`src/rtl/tmr_ctl_pkg.sv`:
```
package tmr_ctl_pkg;
  localparam int unsigned DW     = 32;
  localparam int unsigned AW     = 8;
  localparam int unsigned N_REG  = 4;
  localparam int unsigned HALF_LSB = 16;
  localparam int unsigned WDT_BIT  = 16;

  typedef enum logic [1:0] {
    REG_EN   = 2'd0,
    REG_STOP = 2'd1,
    REG_FLAG = 2'd2,
    REG_MASK = 2'd3
  } reg_id_e;

  typedef struct packed {
    logic [AW-1:0] rd;
    logic [AW-1:0] set;
    logic [AW-1:0] clr;
  } reg_addr_t;

  function automatic reg_addr_t reg_addr(int unsigned idx);
    case (idx)
      0:       return '{rd: 8'h10, set: 8'h14, clr: 8'h18};
      1:       return '{rd: 8'h1C, set: 8'h2C, clr: 8'h3C};
      2:       return '{rd: 8'h20, set: 8'h24, clr: 8'h28};
      default: return '{rd: 8'h30, set: 8'h34, clr: 8'h38};
    endcase
  endfunction

  // Bits that exist in each register for a given channel count (nch <= 16)
  function automatic logic [DW-1:0] impl_mask(int unsigned idx, int unsigned nch);
    logic [DW-1:0] lo;
    lo = (DW'(1) << nch) - DW'(1);
    case (idx)
      0:       return lo;
      1:       return lo | (DW'(1) << WDT_BIT);
      default: return lo | (lo << HALF_LSB);
    endcase
  endfunction
endpackage

```
`src/rtl/tmr_ctl_decode.sv`:
```
module tmr_ctl_decode
  import tmr_ctl_pkg::*;
(
  input  logic                      wr_en_i,
  input  logic [AW-1:0]             addr_i,
  input  logic [DW-1:0]             wdata_i,
  output logic [N_REG-1:0][DW-1:0]  set_o,
  output logic [N_REG-1:0][DW-1:0]  clr_o
);
  for (genvar g = 0; g < N_REG; g++) begin : g_dec
    localparam reg_addr_t RA = reg_addr(g);
    logic hit_set, hit_clr;
    assign hit_set  = wr_en_i && (addr_i == RA.set);
    assign hit_clr  = wr_en_i && (addr_i == RA.clr);
    assign set_o[g] = hit_set ? wdata_i : '0;
    assign clr_o[g] = hit_clr ? wdata_i : '0;
  end
endmodule

```
`src/rtl/tmr_ctl_sc_reg.sv`:
```
module tmr_ctl_sc_reg #(
  parameter int unsigned         W    = 32,
  parameter logic [W-1:0]        IMPL = '1
) (
  input  logic         clk_i,
  input  logic         rst_ni,
  input  logic [W-1:0] set_i,
  input  logic [W-1:0] clr_i,
  input  logic [W-1:0] hw_set_i,
  output logic [W-1:0] q_o
);
  logic [W-1:0] q_d;

  // Hardware set is applied after software clear so a coincident event wins
  always_comb q_d = (((q_o & ~clr_i) | set_i) | hw_set_i) & IMPL;

  always_ff @(posedge clk_i or negedge rst_ni) begin
    if (!rst_ni) q_o <= '0;
    else         q_o <= q_d;
  end
endmodule

```
`src/rtl/tmr_ctl_rdmux.sv`:
```
module tmr_ctl_rdmux
  import tmr_ctl_pkg::*;
(
  input  logic                      rd_en_i,
  input  logic [AW-1:0]             addr_i,
  input  logic [N_REG-1:0][DW-1:0]  q_i,
  output logic [DW-1:0]             rdata_o
);
  logic [N_REG-1:0][DW-1:0] sel;

  for (genvar g = 0; g < N_REG; g++) begin : g_sel
    localparam reg_addr_t RA = reg_addr(g);
    assign sel[g] = (rd_en_i && (addr_i == RA.rd)) ? q_i[g] : '0;
  end

  always_comb begin
    rdata_o = '0;
    for (int i = 0; i < N_REG; i++) rdata_o |= sel[i];
  end
endmodule

```
`src/rtl/tmr_ctl_bank.sv`:
```
module tmr_ctl_bank
  import tmr_ctl_pkg::*;
#(
  parameter int unsigned N_CH = 8
) (
  input  logic            clk_i,
  input  logic            rst_ni,
  input  logic            wr_en_i,
  input  logic            rd_en_i,
  input  logic [7:0]      addr_i,
  input  logic [31:0]     wdata_i,
  output logic [31:0]     rdata_o,
  input  logic [N_CH-1:0] full_evt_i,
  input  logic [N_CH-1:0] half_evt_i,
  output logic [N_CH-1:0] ch_en_o,
  output logic [N_CH-1:0] ch_stop_o,
  output logic            wdt_stop_o,
  output logic            irq_o
);
  logic [N_REG-1:0][DW-1:0] set_w, clr_w, hw_w, q_w;
  logic [DW-1:0]            evt_vec;
  logic [DW-1:0]            en_q, stop_q, flag_q, mask_q;

  always_comb begin
    evt_vec = '0;
    evt_vec[N_CH-1:0]          = full_evt_i;
    evt_vec[HALF_LSB +: N_CH]  = half_evt_i;
  end

  tmr_ctl_decode u_dec (
    .wr_en_i (wr_en_i),
    .addr_i  (addr_i),
    .wdata_i (wdata_i),
    .set_o   (set_w),
    .clr_o   (clr_w)
  );

  for (genvar g = 0; g < N_REG; g++) begin : g_reg
    localparam logic [DW-1:0] IMPL = impl_mask(g, N_CH);
    if (g == int'(REG_FLAG)) begin : g_hw
      assign hw_w[g] = evt_vec;
    end else begin : g_sw
      assign hw_w[g] = '0;
    end
    tmr_ctl_sc_reg #(.W(DW), .IMPL(IMPL)) u_reg (
      .clk_i    (clk_i),
      .rst_ni   (rst_ni),
      .set_i    (set_w[g]),
      .clr_i    (clr_w[g]),
      .hw_set_i (hw_w[g]),
      .q_o      (q_w[g])
    );
  end

  assign en_q   = q_w[REG_EN];
  assign stop_q = q_w[REG_STOP];
  assign flag_q = q_w[REG_FLAG];
  assign mask_q = q_w[REG_MASK];

  tmr_ctl_rdmux u_rd (
    .rd_en_i (rd_en_i),
    .addr_i  (addr_i),
    .q_i     (q_w),
    .rdata_o (rdata_o)
  );

  assign ch_en_o    = en_q[N_CH-1:0];
  assign ch_stop_o  = stop_q[N_CH-1:0];
  assign wdt_stop_o = stop_q[WDT_BIT];
  assign irq_o      = |(flag_q & ~mask_q);
endmodule

```
`config.mk`:
```
export PLATFORM = sky130hd
export DESIGN_NAME = tmr_ctl_bank
export DESIGN_NICKNAME = d
export VERILOG_FILES = /design/src/rtl/tmr_ctl_pkg.sv /design/src/rtl/tmr_ctl_decode.sv /design/src/rtl/tmr_ctl_sc_reg.sv /design/src/rtl/tmr_ctl_rdmux.sv /design/src/rtl/tmr_ctl_bank.sv
export SDC_FILE = /design/constraint.sdc
export NUM_CORES = 1
export LEC_CHECK = 0
export ABC_AREA = 1
export BUFFER_PORTS_ARGS = -buffer_cell sky130_fd_sc_hd__buf_2
export CAP_MARGIN = 30
export CORE_AREA = 2 2 83 85
export CTS_BUF_LIST = sky130_fd_sc_hd__clkbuf_2 sky130_fd_sc_hd__clkbuf_4 sky130_fd_sc_hd__clkbuf_8
export CTS_CLUSTER_SIZE = 8
export DETAILED_ROUTE_END_ITERATION = 8
export DIE_AREA = 0 0 85 87
export GPL_TIMING_DRIVEN = 1
export PLACE_DENSITY = 0.91
export SYNTH_ARGS = -nofsm -noshare
export SYNTH_HDL_FRONTEND = slang
export SYNTH_SLANG_ARGS = --single-unit
```
`constraint.sdc`:
```
create_clock -name clk_i -period 2.4 [get_ports clk_i]
set_clock_uncertainty 0.1 [all_clocks]
set_input_delay 0.24 -clock clk_i [delete_from_list [all_inputs] [get_ports clk_i]]
set_output_delay 0.24 -clock clk_i [all_outputs]
set_load 0.02 [all_outputs]
```
==> reports/qor.csv <==
metric,value,unit
synth_top_family_by_area,simple AND/OR/NAND/NOR gates,
global_route_wire_length_before_repair,14300,µm
path_clk_slew,0.09,ns
syn2layout_area_growth,15.2,%
rsz_0062_raised_after_global_routing,no,
timing.max_slew.rel_slack,56.3,%
fin_ws,0.294,ns
cts-htree-levels,2,
layout_common_cells,"229 x sky130_fd_sc_hd__nand2_1, 82 x sky130_fd_sc_hd__inv_1, 77 x sky130_fd_sc_hd__buf_2",
arrival,1.77,ns
synth_area,0.00318,mm²
total_power,0.00160,W
placed_cells_incl_taps,651,
detail_route.drc_violations,0,
irDropWorstVdd,0.318,mV
synthTopCellsByArea,"sky130_fd_sc_hd__dfrtp_1 39%, sky130_fd_sc_hd__nand2_1 27%, sky130_fd_sc_hd__inv_1 9.7%, sky130_fd_sc_hd__nor3_1 5.0%, sky130_fd_sc_hd__nand3_1 4.4%",
post_synth_xor_area_fraction,0,%
die_area,0.00740,mm²
final_nets,639,
setup_viol,0,
synth.yosys.seq_area_share,38.6,%
hpwlAfterDp,6240,µm
synthesis.instances,504,
adder_cell_share_of_the_synthesized_area,0,%
worst-endpoint-required,2.06,ns
static-leakage-power,2.15,nW
worst_slew_pin_slew,0.652,ns
post_cts.resized_instances,0,
cts_buffers,5,
compound_gate_portion_of_the_synthesized_area,1.73,%
initial_core_util,48.4,%
clockBufferDepth,2,
cellPowerDensity,436,mW/mm²
largest-register,g.u_reg.q_o,
wirelength,8530,µm
post_synth_and_or_nand_nor_area_fraction,42.9,%
run_status,"complete, no violations",
place_ws,0.336,ns
antennaDiodeCount,0,
worst-path-max-fanout,9,
critical_path_class,in2out,
grt_remaining_overflow,0,
groute.usage.overall,24.1,%
count_of_standard_cell_rows,30,
post_cts_setup_repair_bufs,0,
grt_max_degree,25,
netlist.area_leader.share,38.6,%
multi_input_area,0.00148,mm²
drt-vias-per-instance,5.02,
synth.ff_latch_count,49,
min_path_type,in2reg,
synth_warnings,0,
synth_top_cell_by_area,sky130_fd_sc_hd__dfrtp_1,
cts_root_buffer,sky130_fd_sc_hd__clkbuf_8,
largest_registers,g.u_reg.q_o: 49 flops,
most_frequent_standard_cell_in_the_layout_excluding_fill_and_tap_cells,sky130_fd_sc_hd__nand2_1,
worst_skew_pair.late_latency,0.31,ns
netlist-cell-type-count,23,
register_area,0.00123,mm²
finalCritPeriodShare,87.8,%
muxShareOfSynthArea,0,%
clock_sink_count,49,
largest_register_ff_count,49,
first_global_vias,3276,
cap_violations,0,
avgSynthCellArea,6.31,µm²
final_max_slew_viol_count,0,
tns,0,ns
timing.final.crit_period,2.11,ns
endpoint_kind,output port,
antenna_found_initial,0,
rrSetupSlack,1.62,ns
share_of_post_route_cells_with_drive_strength_above_1,17.9,%
routability_cong,0.860,
instances_no_fill,660,
antenna_violating_nets_post_route,0,
ioPinCount,110,
die_height,87,µm
detailedRoute.firstPassIterationCount,6,
final_layout_fill_cell_count,625,
drt-wirelength-per-cell,12.9,µm
worst_hold_slack,0.0795,ns
fp.dieW,85,µm
finalHoldViolCount,0,
floorplan.core_area,0.00657,mm²
maxClockFrequency,475,MHz
cts_tree,built,
crit_path_start_kind,input port,
drt-initial-drc-count,354,
port-buffer-count,77,
holdBufCountCts,1,
via_count,3311,
==> cells by family after synthesis <==
group / Yosys count
AO/OA/AOI/OAI: 10
buffers and inverters: 117
AND/OR/NAND/NOR: 327
other: 1
flip-flops: 49
==> synth_stat cells <==
cell and count:
sky130_fd_sc_hd__nand3_1 28, sky130_fd_sc_hd__clkbuf_1 1, sky130_fd_sc_hd__conb_1 1, sky130_fd_sc_hd__nor3_1 32, sky130_fd_sc_hd__buf_6 1, sky130_fd_sc_hd__nand4_1 2, sky130_fd_sc_hd__nor3_2 1, sky130_fd_sc_hd__buf_2 13
sky130_fd_sc_hd__buf_4 18, sky130_fd_sc_hd__nor2_2 4, sky130_fd_sc_hd__o211ai_1 1, sky130_fd_sc_hd__o22ai_1 2, sky130_fd_sc_hd__nor3_4 1, sky130_fd_sc_hd__inv_2 1, sky130_fd_sc_hd__nand2_1 229, sky130_fd_sc_hd__o21ai_0 5
sky130_fd_sc_hd__nor2_1 26, sky130_fd_sc_hd__inv_1 82, sky130_fd_sc_hd__a21oi_1 2, sky130_fd_sc_hd__dfrtp_1 49, sky130_fd_sc_hd__clkinv_1 1, sky130_fd_sc_hd__nor2_4 2, sky130_fd_sc_hd__nand3_2 2
==> final cells by class <==
type	count	share of cell area, %
Multi-Input combinational cell	353	40.4
Sequential cell	49	33.5
Timing Repair Buffer	86	12.4
Inverter	84	8.61
Tap cell	80	2.73
Clock buffer	5	1.88
Clock inverter	3	0.478
==> path summary, 6_finish.rpt <==
check	cells past startpoint	end	startpoint
worst max-delay path	7	rdata_o[16]	addr_i[7]
worst min-delay path	3	g_reg[3].u_reg.q_o[22]	wdata_i[22]
worst max register to register	2	g_reg[1].u_reg.q_o[2]	g_reg[1].u_reg.q_o[2]
worst min register to register	2	g_reg[3].u_reg.q_o[0]	g_reg[3].u_reg.q_o[0]
max in group asynchronous	3	g_reg[0].u_reg.q_o[4]	rst_ni
min in group asynchronous	2	g_reg[2].u_reg.q_o[6]	rst_ni
==> through the flow <==
stage	utilization [%]	area, µm²
2_1_floorplan	-	3240
3_3_place_gp	54.3	3570
3_5_place_dp	54.3	3570
4_1_cts	55.8	3660
5_1_grt	55.8	3660
6_report	55.8	3660
==> power breakdown <==
| group | leakage (nW) | internal [W] | switching [W] |
|---|---|---|---|
| Combinational | 1.51 | 0.0000674 | 0.000158 |
| Sequential | 0.595 | 0.000852 | 0.0000216 |
| Clock | 0.0439 | 0.000202 | 0.000295 |
==> worst max-delay path, cell delays in order <==
cell                      delay, ns
sky130_fd_sc_hd__buf_2         0.11
sky130_fd_sc_hd__nor2_4        0.17
sky130_fd_sc_hd__nand3_2       0.24
sky130_fd_sc_hd__nor2_1        0.52
sky130_fd_sc_hd__nand2_1       0.14
sky130_fd_sc_hd__nand3_1       0.16
sky130_fd_sc_hd__buf_2         0.18
==> layer usage <==
| metal | vias to the layer above | GRT usage [%] | share of wire [%] |
|---|---|---|---|
| met2 | 175 | 42.5 | 48 |
| met5 | - | 0 | 0 |
| met4 | 0 | 9.81 | 1.9 |
| met3 | 20 | 4.55 | 9.1 |
| li1 | 1622 | - | - |
| met1 | 1494 | 28.9 | 40 |
No activity file was read; power rests on OpenSTA's default activity.
